[config.mk]
export PLATFORM = sky130hd
export DESIGN_NAME = rx_status_flags
export DESIGN_NICKNAME = d
export VERILOG_FILES = /design/src/rtl/rx_status_pkg.sv /design/src/rtl/rx_clear_seq.sv /design/src/rtl/rx_xfer_ctrl.sv /design/src/rtl/rx_flag_regs.sv /design/src/rtl/rx_status_flags.sv
export SDC_FILE = /design/constraint.sdc
export NUM_CORES = 1
export LEC_CHECK = 0
export ABC_AREA = 1
export CORE_MARGIN = 5
export CORE_UTILIZATION = 30
export CTS_BUF_LIST = sky130_fd_sc_hd__clkbuf_8
export CTS_CLUSTER_SIZE = 28
export DETAILED_ROUTE_END_ITERATION = 10
export GPL_TIMING_DRIVEN = 0
export REMOVE_ABC_BUFFERS = 1
export SYNTH_ARGS = -nofsm -noshare
export SYNTH_HDL_FRONTEND = slang
export SYNTH_SLANG_ARGS = --single-unit
[constraint.sdc]
create_clock -name clk -period 1 [get_ports clk]
set_input_delay 0.1 -clock clk [delete_from_list [all_inputs] [get_ports clk]]
set_output_delay 0.1 -clock clk [all_outputs]
set_load 0.1 [all_outputs]
[src/rtl/rx_status_pkg.sv]
package rx_status_pkg;
  // A frame may enter the data register only when it is free
  function automatic logic f_accept(input logic frame, input logic rdy, input logic fe);
    return frame && !rdy && !fe;
  endfunction

  // A frame landing on an unread byte is an overrun
  function automatic logic f_overrun(input logic frame, input logic rdy);
    return frame && rdy;
  endfunction

  // Framing error only for frames that were accepted
  function automatic logic f_frame_err(input logic accepted, input logic stop_ok);
    return accepted && !stop_ok;
  endfunction

  // Flag update: set wins over clear
  function automatic logic f_next_flag(input logic cur, input logic set, input logic clr);
    return set ? 1'b1 : (clr ? 1'b0 : cur);
  endfunction
endpackage

[src/rtl/rx_clear_seq.sv]
module rx_clear_seq (
  input  logic clk,
  input  logic rst_n,
  input  logic stat_rd,
  input  logic data_rd,
  output logic clr_ev
);
  logic armed_q;

  assign clr_ev = data_rd && armed_q;

  always_ff @(posedge clk or negedge rst_n) begin
    if (!rst_n)       armed_q <= 1'b0;
    else if (data_rd) armed_q <= 1'b0;
    else if (stat_rd) armed_q <= 1'b1;
  end
endmodule

[src/rtl/rx_xfer_ctrl.sv]
module rx_xfer_ctrl
  import rx_status_pkg::*;
(
  input  logic frame_done,
  input  logic stop_ok,
  input  logic rdy,
  input  logic fe,
  output logic xfer_ev,
  output logic ovr_ev,
  output logic fe_ev
);
  always_comb begin
    xfer_ev = f_accept(frame_done, rdy, fe);
    ovr_ev  = f_overrun(frame_done, rdy);
    fe_ev   = f_frame_err(xfer_ev, stop_ok);
  end
endmodule

[src/rtl/rx_flag_regs.sv]
module rx_flag_regs
  import rx_status_pkg::*;
#(
  parameter int DATA_W = 8
) (
  input  logic              clk,
  input  logic              rst_n,
  input  logic              xfer_ev,
  input  logic              ovr_ev,
  input  logic              fe_ev,
  input  logic              clr_ev,
  input  logic [DATA_W-1:0] rx_byte,
  output logic [DATA_W-1:0] data_q,
  output logic              rdy_q,
  output logic              ovr_q,
  output logic              fe_q
);
  always_ff @(posedge clk or negedge rst_n) begin
    if (!rst_n) begin
      data_q <= '0;
      rdy_q  <= 1'b0;
      ovr_q  <= 1'b0;
      fe_q   <= 1'b0;
    end else begin
      if (xfer_ev) data_q <= rx_byte;
      rdy_q <= f_next_flag(rdy_q, xfer_ev, clr_ev);
      ovr_q <= f_next_flag(ovr_q, ovr_ev, clr_ev);
      fe_q  <= f_next_flag(fe_q, fe_ev, clr_ev);
    end
  end
endmodule

[src/rtl/rx_status_flags.sv]
module rx_status_flags #(
  parameter int DATA_W = 8
) (
  input  logic              clk,
  input  logic              rst_n,
  input  logic              frame_done,
  input  logic [DATA_W-1:0] rx_byte,
  input  logic              stop_ok,
  input  logic              stat_rd,
  input  logic              data_rd,
  output logic [DATA_W-1:0] rx_data,
  output logic              rdy_flag,
  output logic              ovr_flag,
  output logic              ferr_flag
);
  // Named internal events, visible to the checker
  logic xfer_ev, ovr_ev, fe_ev, clr_ev;

  rx_clear_seq u_clr (
    .clk     (clk),
    .rst_n   (rst_n),
    .stat_rd (stat_rd),
    .data_rd (data_rd),
    .clr_ev  (clr_ev)
  );

  rx_xfer_ctrl u_ctrl (
    .frame_done (frame_done),
    .stop_ok    (stop_ok),
    .rdy        (rdy_flag),
    .fe         (ferr_flag),
    .xfer_ev    (xfer_ev),
    .ovr_ev     (ovr_ev),
    .fe_ev      (fe_ev)
  );

  rx_flag_regs #(.DATA_W(DATA_W)) u_regs (
    .clk     (clk),
    .rst_n   (rst_n),
    .xfer_ev (xfer_ev),
    .ovr_ev  (ovr_ev),
    .fe_ev   (fe_ev),
    .clr_ev  (clr_ev),
    .rx_byte (rx_byte),
    .data_q  (rx_data),
    .rdy_q   (rdy_flag),
    .ovr_q   (ovr_flag),
    .fe_q    (ferr_flag)
  );
endmodule

### Word level (Yosys, flattened, before mapping)

Cells that the tools add are included.

* register bits: 12
* input bits: 14
* output and inout bits: 11
* logic and storage cells: 23

* muxes and demuxes: 6
* reduce and logical (&&, ||, !) cells: 12

Operators by type and width (count)
* 2-bit nonzero test: 4
* 1-bit two-way mux: 6
* 1-bit logical AND: 5
* 1-bit logical NOT: 3

### Logic depth before layout (Yosys ltp)

Gate-level depths: netlist of the first run.

* depth in word-level cells: 5
* gate-level depth with buffers: 5
* gate-level depth less buffers: 4

### By module

From an unflattened synthesis of the first run, not the netlist that was laid out.

* cell total of the unflattened synthesis: 58
* area, all modules: 489.2 um2

By module, submodules not included
* rx_flag_regs: instances 1, cells an instance 46, area each 414.1 um2, sequential area each 275.3 um2
* rx_clear_seq: instances 1, cells an instance 5, area each 40.0 um2, sequential area each 25.0 um2
* rx_xfer_ctrl: instances 1, cells an instance 7, area each 35.0 um2, sequential area each 0.0 um2

### Least setup slack after synthesis of the first run

OpenSTA, ideal clock, no wires.

* path type: register -> register
* start: register u_regs.fe_q
* end: register u_regs.data_q[0]
* setup time: 0.067 ns
* data arrival time: 1.451 ns
* required time: 0.933 ns
* slack: -0.518 ns
* cell stages (with the launch flop): 5
* period minus slack after synthesis: 1.518 ns
* cells stage by stage: dfrtp_1 inv_2 nand3_4 nand2_1 nand2_1

* word-level cells in the longest chain between the ends: 2

RTL lines
* start, declared: RTL line rx_flag_regs.sv:16 `output logic fe_q`
* start signal, assigned: RTL line rx_flag_regs.sv:28 `fe_q <= f_next_flag(fe_q, fe_ev, clr_ev);`
* 1-bit logical NOT: RTL line rx_status_pkg.sv:4 `return frame && !rdy && !fe;`
* 1-bit logical AND: RTL line rx_status_pkg.sv:4
* end signal, assigned: RTL line rx_flag_regs.sv:25 `if (xfer_ev) data_q <= rx_byte;`
* end, declared: RTL line rx_flag_regs.sv:13 `output logic [DATA_W-1:0] data_q,`

Every way passes these cells.
A chain may end at the register's enable or synchronous reset.

### Final worst setup path of the first run

* start: register u_regs.fe_q
* end: output ferr_flag

RTL lines
* end, declared: RTL line rx_status_flags.sv:14 `output logic ferr_flag`

No word-level cell between the ends.

==> results of run 1 <==
[flip-flops by register name, summed over array words and instances, names as in the netlist]
name	cells
u_clr.armed_q	1
u_regs.data_q	8
u_regs.fe_q	1
u_regs.ovr_q	1
u_regs.rdy_q	1
[worst max path at each step]
stage | depth (start not counted) | endpoint | slack (ns) | start
2_1_floorplan | 4 | u_regs.data_q[0]$_DFFE_PN0P_ | -0.52 | u_regs.fe_q$_DFFE_PN0P_
3_3_place_gp | 1 | ferr_flag | -0.63 | u_regs.fe_q$_DFFE_PN0P_
3_5_place_dp | 1 | ferr_flag | -0.63 | u_regs.fe_q$_DFFE_PN0P_
4_1_cts | 4 | u_regs.data_q[7]$_DFFE_PN0P_ | -0.02 | u_regs.fe_q$_DFFE_PN0P_
5_1_grt | 1 | ferr_flag | -0.0001 | u_regs.fe_q$_DFFE_PN0P_
6_report | 1 | ferr_flag | 0.02 | u_regs.fe_q$_DFFE_PN0P_
[layout make-up]
type | instances | area, µm²
Multi-Input combinational cell | 37 | 184
Inverter | 4 | 22.5
Clock buffer | 4 | 55.1
Timing Repair Buffer | 26 | 278
Fill cell | 148 | 697
Sequential cell | 12 | 303
Tap cell | 16 | 20.0
[cell usage after synthesis]
library cell | n | area [µm²]
inv_2 | 3 | 11.3
inv_1 | 1 | 3.75
nand3_1 | 1 | 5.00
nor2_1 | 3 | 11.3
buf_6 | 2 | 22.5
o21ai_1 | 1 | 5.00
nand3_4 | 1 | 17.5
dfrtp_1 | 12 | 300
nand4_1 | 8 | 50.1
nand2_1 | 22 | 82.6
[metal layers]
metal / vias to the layer above / share of wire
met5: - / 0
met4: 0 / 0.017
met1: 214 / 0.47
met2: 18 / 0.41
met3: 2 / 0.096
li1: 237 / -
[timing repair]
action / CTS / global route
pin swaps: 0 / 1
cloned: 0 / 1
buffers inserted: 0 / 2
resized for setup: 72 / 14
setup endpoints to repair: 19 / 16
[stage by stage]
| step | util | area [µm²] | hold WS (ns) |
|---|---|---|---|
| finish | 0.553 | 862 | 0.223 |
| global route | 0.553 | 862 | 0.284 |
| CTS | 0.508 | 792 | 0.245 |
| detailed placement | 0.479 | 747 | 0.459 |
| global placement | 0.479 | 747 | 0.455 |
| floorplan | - | 487 | -0.196 |
[cells by family after synthesis]
group	after synthesis	share of synthesized area
and+or+nand+nor	35	0.327
AOI/OAI and AO/OA	1	0.00982
buffers and inverters	6	0.0737
DFF	12	0.590
==> impl_metrics.tcl, run 1 <==
set metrics [dict create \
    outcome "complete, no violations" \
    syn_avg_cell_area_um2 9.43 \
    grt_max_degree 13 \
    dp_hpwl_um 891 \
    firstDrtPassIters 3 \
    synth_area_um2 509 \
    worstReg2RegStart "u_regs.fe_q$_DFFE_PN0P_" \
    drv_cap 0 \
    antennaDiodeCount 0 \
    start_util 0.327 \
    cpLargestDelayFamily "flip-flops" \
    die_h_um 51.2 \
    reg2regPathDepth 4 \
    grt_use_total 0.110 \
    worstHoldPathType "in2async" \
    cts_buffers 3 \
    vias_per_cell 4.76 \
    timing.fmax_ghz 1.02 \
    final_cell_mix "nand2_1, clkdlybuf4s50_1, dfrtp_1" \
    required_ns 0.90 \
    cp-start-kind "register" \
    wl_um 1360 \
    setup_tns_ns 0 \
    worst_slew_pin_slew_ns 0.560 \
    io_pins 25 \
    setup_viol 0 \
    crit_arrival_ns 0.88 \
    clk_path_buf_depth 2 \
    path_class "reg2out" \
    fin_crit_sh 0.980 \
    drtIter0Drc 5 \
    final_nets 98 \
    overflow 0 \
    ys_seq_area_frac 0.590 \
    critPathMaxStageDelay_ns 0.46 \
    drc_errors 0 \
    drtAntennaViolNets 0 \
    worstPathCellList "buf_12" \
    synthCells 54 \
    regToRegSetupSlack_ns 0.05 \
    final_cells 99 \
    core_mm2 0.00156 \
    drv_slew 0 \
    num_vias 471 \
    wl_per_cell_um 13.8 \
    final_layout_size_suffix_gt1_frac 0.301 \
    timing.rr.end "u_regs.data_q[4]$_DFFE_PN0P_" \
    hold_violations 0 \
    worst-path-buf-inv 1 \
    cts_hold_buf 0 \
    path_max_fanout 4 \
    io_buffers 24 \
    dieWidth_um 51.2 \
    use_met1 0.147 \
    ys_ff_latch 12 \
    final_common_cell "nand2_1" \
    antenna_found_initial 0 \
    cp_slowest_cell "dfrtp_2" \
    gr-usage-met3 0.0262 \
    place_ws_ns -0.628 \
    slew_headroom 0.625 \
    cts_root_buf "clkbuf_8" \
    setup_ws_ns 0.0203 \
    area_growth_pct 69.3 \
    synth_warnings 0 \
    met2_usage 0.159 \
    clk_pin_slew_ns 0.06 \
    htreeDepth 1 \
    finalCriticalPeriod_ns 0.980 \
    placed_cells 92 \
    gp_congestion 0.669 \
    num_rows 14 \
    fin_skew_ns 0.00423 \
    clock_latency_ns 0.24 \
    cts_tree "done" \
    numClockSinks 12 \
    busiest_layer "met2" \
    grt_pass1_wl_um 2120 \
    dieArea_mm2 0.00262 \
    grt_pass1_vias 448 \
    worstSetupEndpointType "primary output" \
    synthDistinctLibCells 10 \
]
Power of run 1 is left out: the tool's default activity adds up to more than one toggle a clock period on the data nets, which glitch-free logic cannot reach.
==> run 2: changes to the inputs <==
--- a/config.mk
+++ b/config.mk
@@ -11,7 +11,7 @@
 export CTS_BUF_LIST = sky130_fd_sc_hd__clkbuf_8
 export CTS_CLUSTER_SIZE = 28
 export DETAILED_ROUTE_END_ITERATION = 10
-export GPL_TIMING_DRIVEN = 0
+export DONT_BUFFER_PORTS = 1
 export REMOVE_ABC_BUFFERS = 1
 export SYNTH_ARGS = -nofsm -noshare
 export SYNTH_HDL_FRONTEND = slang
==> run 2 against run 1 <==
Worst setup slack improved by 0.0039 ns. Die area did not move. Via count fell by 5.3%. Wire length fell by 15%. First-iteration DRC count rose by 60%. Final cell count fell by 10%. Count of clock-buffer cells in the layout did not move. Design area fell by 2.3%. Fmax rose by 0.39%.
==> impl_metrics.tcl, run 2 (synthesis gave the netlist of run 1 again) <==
set metrics [dict create \
    worstHoldPathType "in2reg" \
    clk_path_buf_depth 2 \
    core_mm2 0.00156 \
    dieArea_mm2 0.00262 \
    dieWidth_um 51.2 \
    critPathMaxStageDelay_ns 0.42 \
    worstPathCellList "buf_8" \
    setup_viol 0 \
    fin_crit_sh 0.976 \
    crit_path_end "ferr_flag" \
    cpLargestDelayFamily "flip-flops" \
    worstReg2RegStart "u_regs.fe_q$_DFFE_PN0P_" \
    wl_per_cell_um 13.0 \
    antennaDiodeCount 0 \
    overflow 0 \
    vias_per_cell 5.01 \
    numClockSinks 12 \
    min_from "rx_byte[2]" \
    placed_cells 79 \
    num_vias 446 \
    final_cells 89 \
    htreeDepth 1 \
    timing.fmax_ghz 1.02 \
    grt_setup_unrepaired "no" \
    io_pins 25 \
    area_growth_pct 65.4 \
    cp-start-kind "register" \
    reg2regPathDepth 4 \
    path_max_fanout 4 \
    outcome "complete, no violations" \
    firstDrtPassIters 4 \
    dp_hpwl_um 861 \
    num_rows 14 \
    worstSetupEndpointType "primary output" \
    final_nets 88 \
    cts_buffers 3 \
    drtAntennaViolNets 0 \
    holdWs_ns 0.00595 \
    largest_register_ff_count 8 \
    wl_um 1160 \
    path_class "reg2out" \
    worst-path-buf-inv 1 \
    cp.depth 1 \
    antenna_found_initial 0 \
    fin_skew_ns 0.00297 \
    hold-path-cell-count 2 \
    final_layout_size_suffix_gt1_frac 0.315 \
    cts_root_buf "clkbuf_8" \
    drc_errors 0 \
    drtIter0Drc 8 \
    clock_latency_ns 0.24 \
    worst_slew_pin_slew_ns 0.554 \
    grt_max_degree 13 \
    regToRegSetupSlack_ns 0.09 \
    die_h_um 51.2 \
    final_common_cell "nand2_1" \
    critPathLaunch "u_regs.fe_q$_DFFE_PN0P_" \
    clk_pin_slew_ns 0.05 \
    drv_cap 0 \
    cts_tree "done" \
    gp_congestion 0.765 \
    final_cell_mix "nand2_1, buf_12, dfrtp_1" \
    grt_pass1_vias 380 \
    cp_slowest_cell "dfrtp_2" \
    drv_slew 0 \
    io_buffers 0 \
    regMostFlops "u_regs.data_q" \
    grt_pass1_wl_um 1770 \
    crit_arrival_ns 0.88 \
    required_ns 0.90 \
    start_util 0.327 \
    slew_headroom 0.630 \
    hold_violations 0 \
    finalCriticalPeriod_ns 0.976 \
    timing.rr.end "u_regs.data_q[7]$_DFFE_PN0P_" \
    grt_use_total 0.0969 \
]
run 2: changes by cell type in the layout (fill, tap and decap cells not counted), sizes merged:
cell	before	now
clkdlybuf4s50	12	0
dlygate4sd3	0	4
clkinv	0	1
dlygate4sd2	1	0
inv	4	3
nand3	3	2
run 2: worst register-to-register path, cell delays in order (launching register included):
cell and delay, ns:
dfrtp_2 0.45, clkinv_4 0.10, nand3_4 0.12, nand2_1 0.09, nand2_1 0.05
run 2: metrics by stage:
step | utilization | instance area (µm²) | TNS, ns | setup slack, ns
finish | 0.540 | 842 | 0 | 0.0242
global route | 0.540 | 842 | 0 | 0.000727
CTS | 0.518 | 808 | 0 | 0.00135
detailed placement | 0.450 | 702 | 0 | 0.0397
global placement | 0.450 | 702 | 0 | 0.0644
floorplan | - | 487 | -5.57 | -0.518
run 2: worst min path at each step:
stage / endpoint / slack (ns)
6_report: u_regs.data_q[2]$_DFFE_PN0P_ / 0.006
3_3_place_gp: u_regs.data_q[0]$_DFFE_PN0P_ / -0.20
4_1_cts: u_regs.data_q[5]$_DFFE_PN0P_ / 0.002
5_1_grt: u_regs.data_q[5]$_DFFE_PN0P_ / 0.003
3_5_place_dp: u_regs.data_q[0]$_DFFE_PN0P_ / -0.20
2_1_floorplan: u_clr.armed_q$_DFFE_PN0P_ / -0.20
run 2: layout make-up:
class / instances / area (µm²)
clock buffer: 4 / 55.1
tap: 16 / 20.0
inverter: 4 / 22.5
timing repair buffer: 17 / 270
sequential: 12 / 303
multi-input combinational: 36 / 171
fill: 132 / 717
run 2: timing repair:
item / CTS / global route
hold endpoints to repair: 14 / 0
resized for setup: 3 / 7
setup endpoints to repair: 2 / 10
buffers inserted: 0 / 2
pin swaps: 0 / 0
cloned: 0 / 0
hold buffers: 4 / 0
run 2: metal layers:
| layer | up-vias | global-route usage | share of wire |
|---|---|---|---|
| met3 | 2 | 0.0523 | 0.14 |
| met2 | 22 | 0.114 | 0.39 |
| met5 | - | 0 | 0 |
| met4 | 0 | 0.0673 | 0.024 |
| met1 | 204 | 0.131 | 0.45 |
| li1 | 218 | - | - |
Power of run 2 is left out for the same reason.
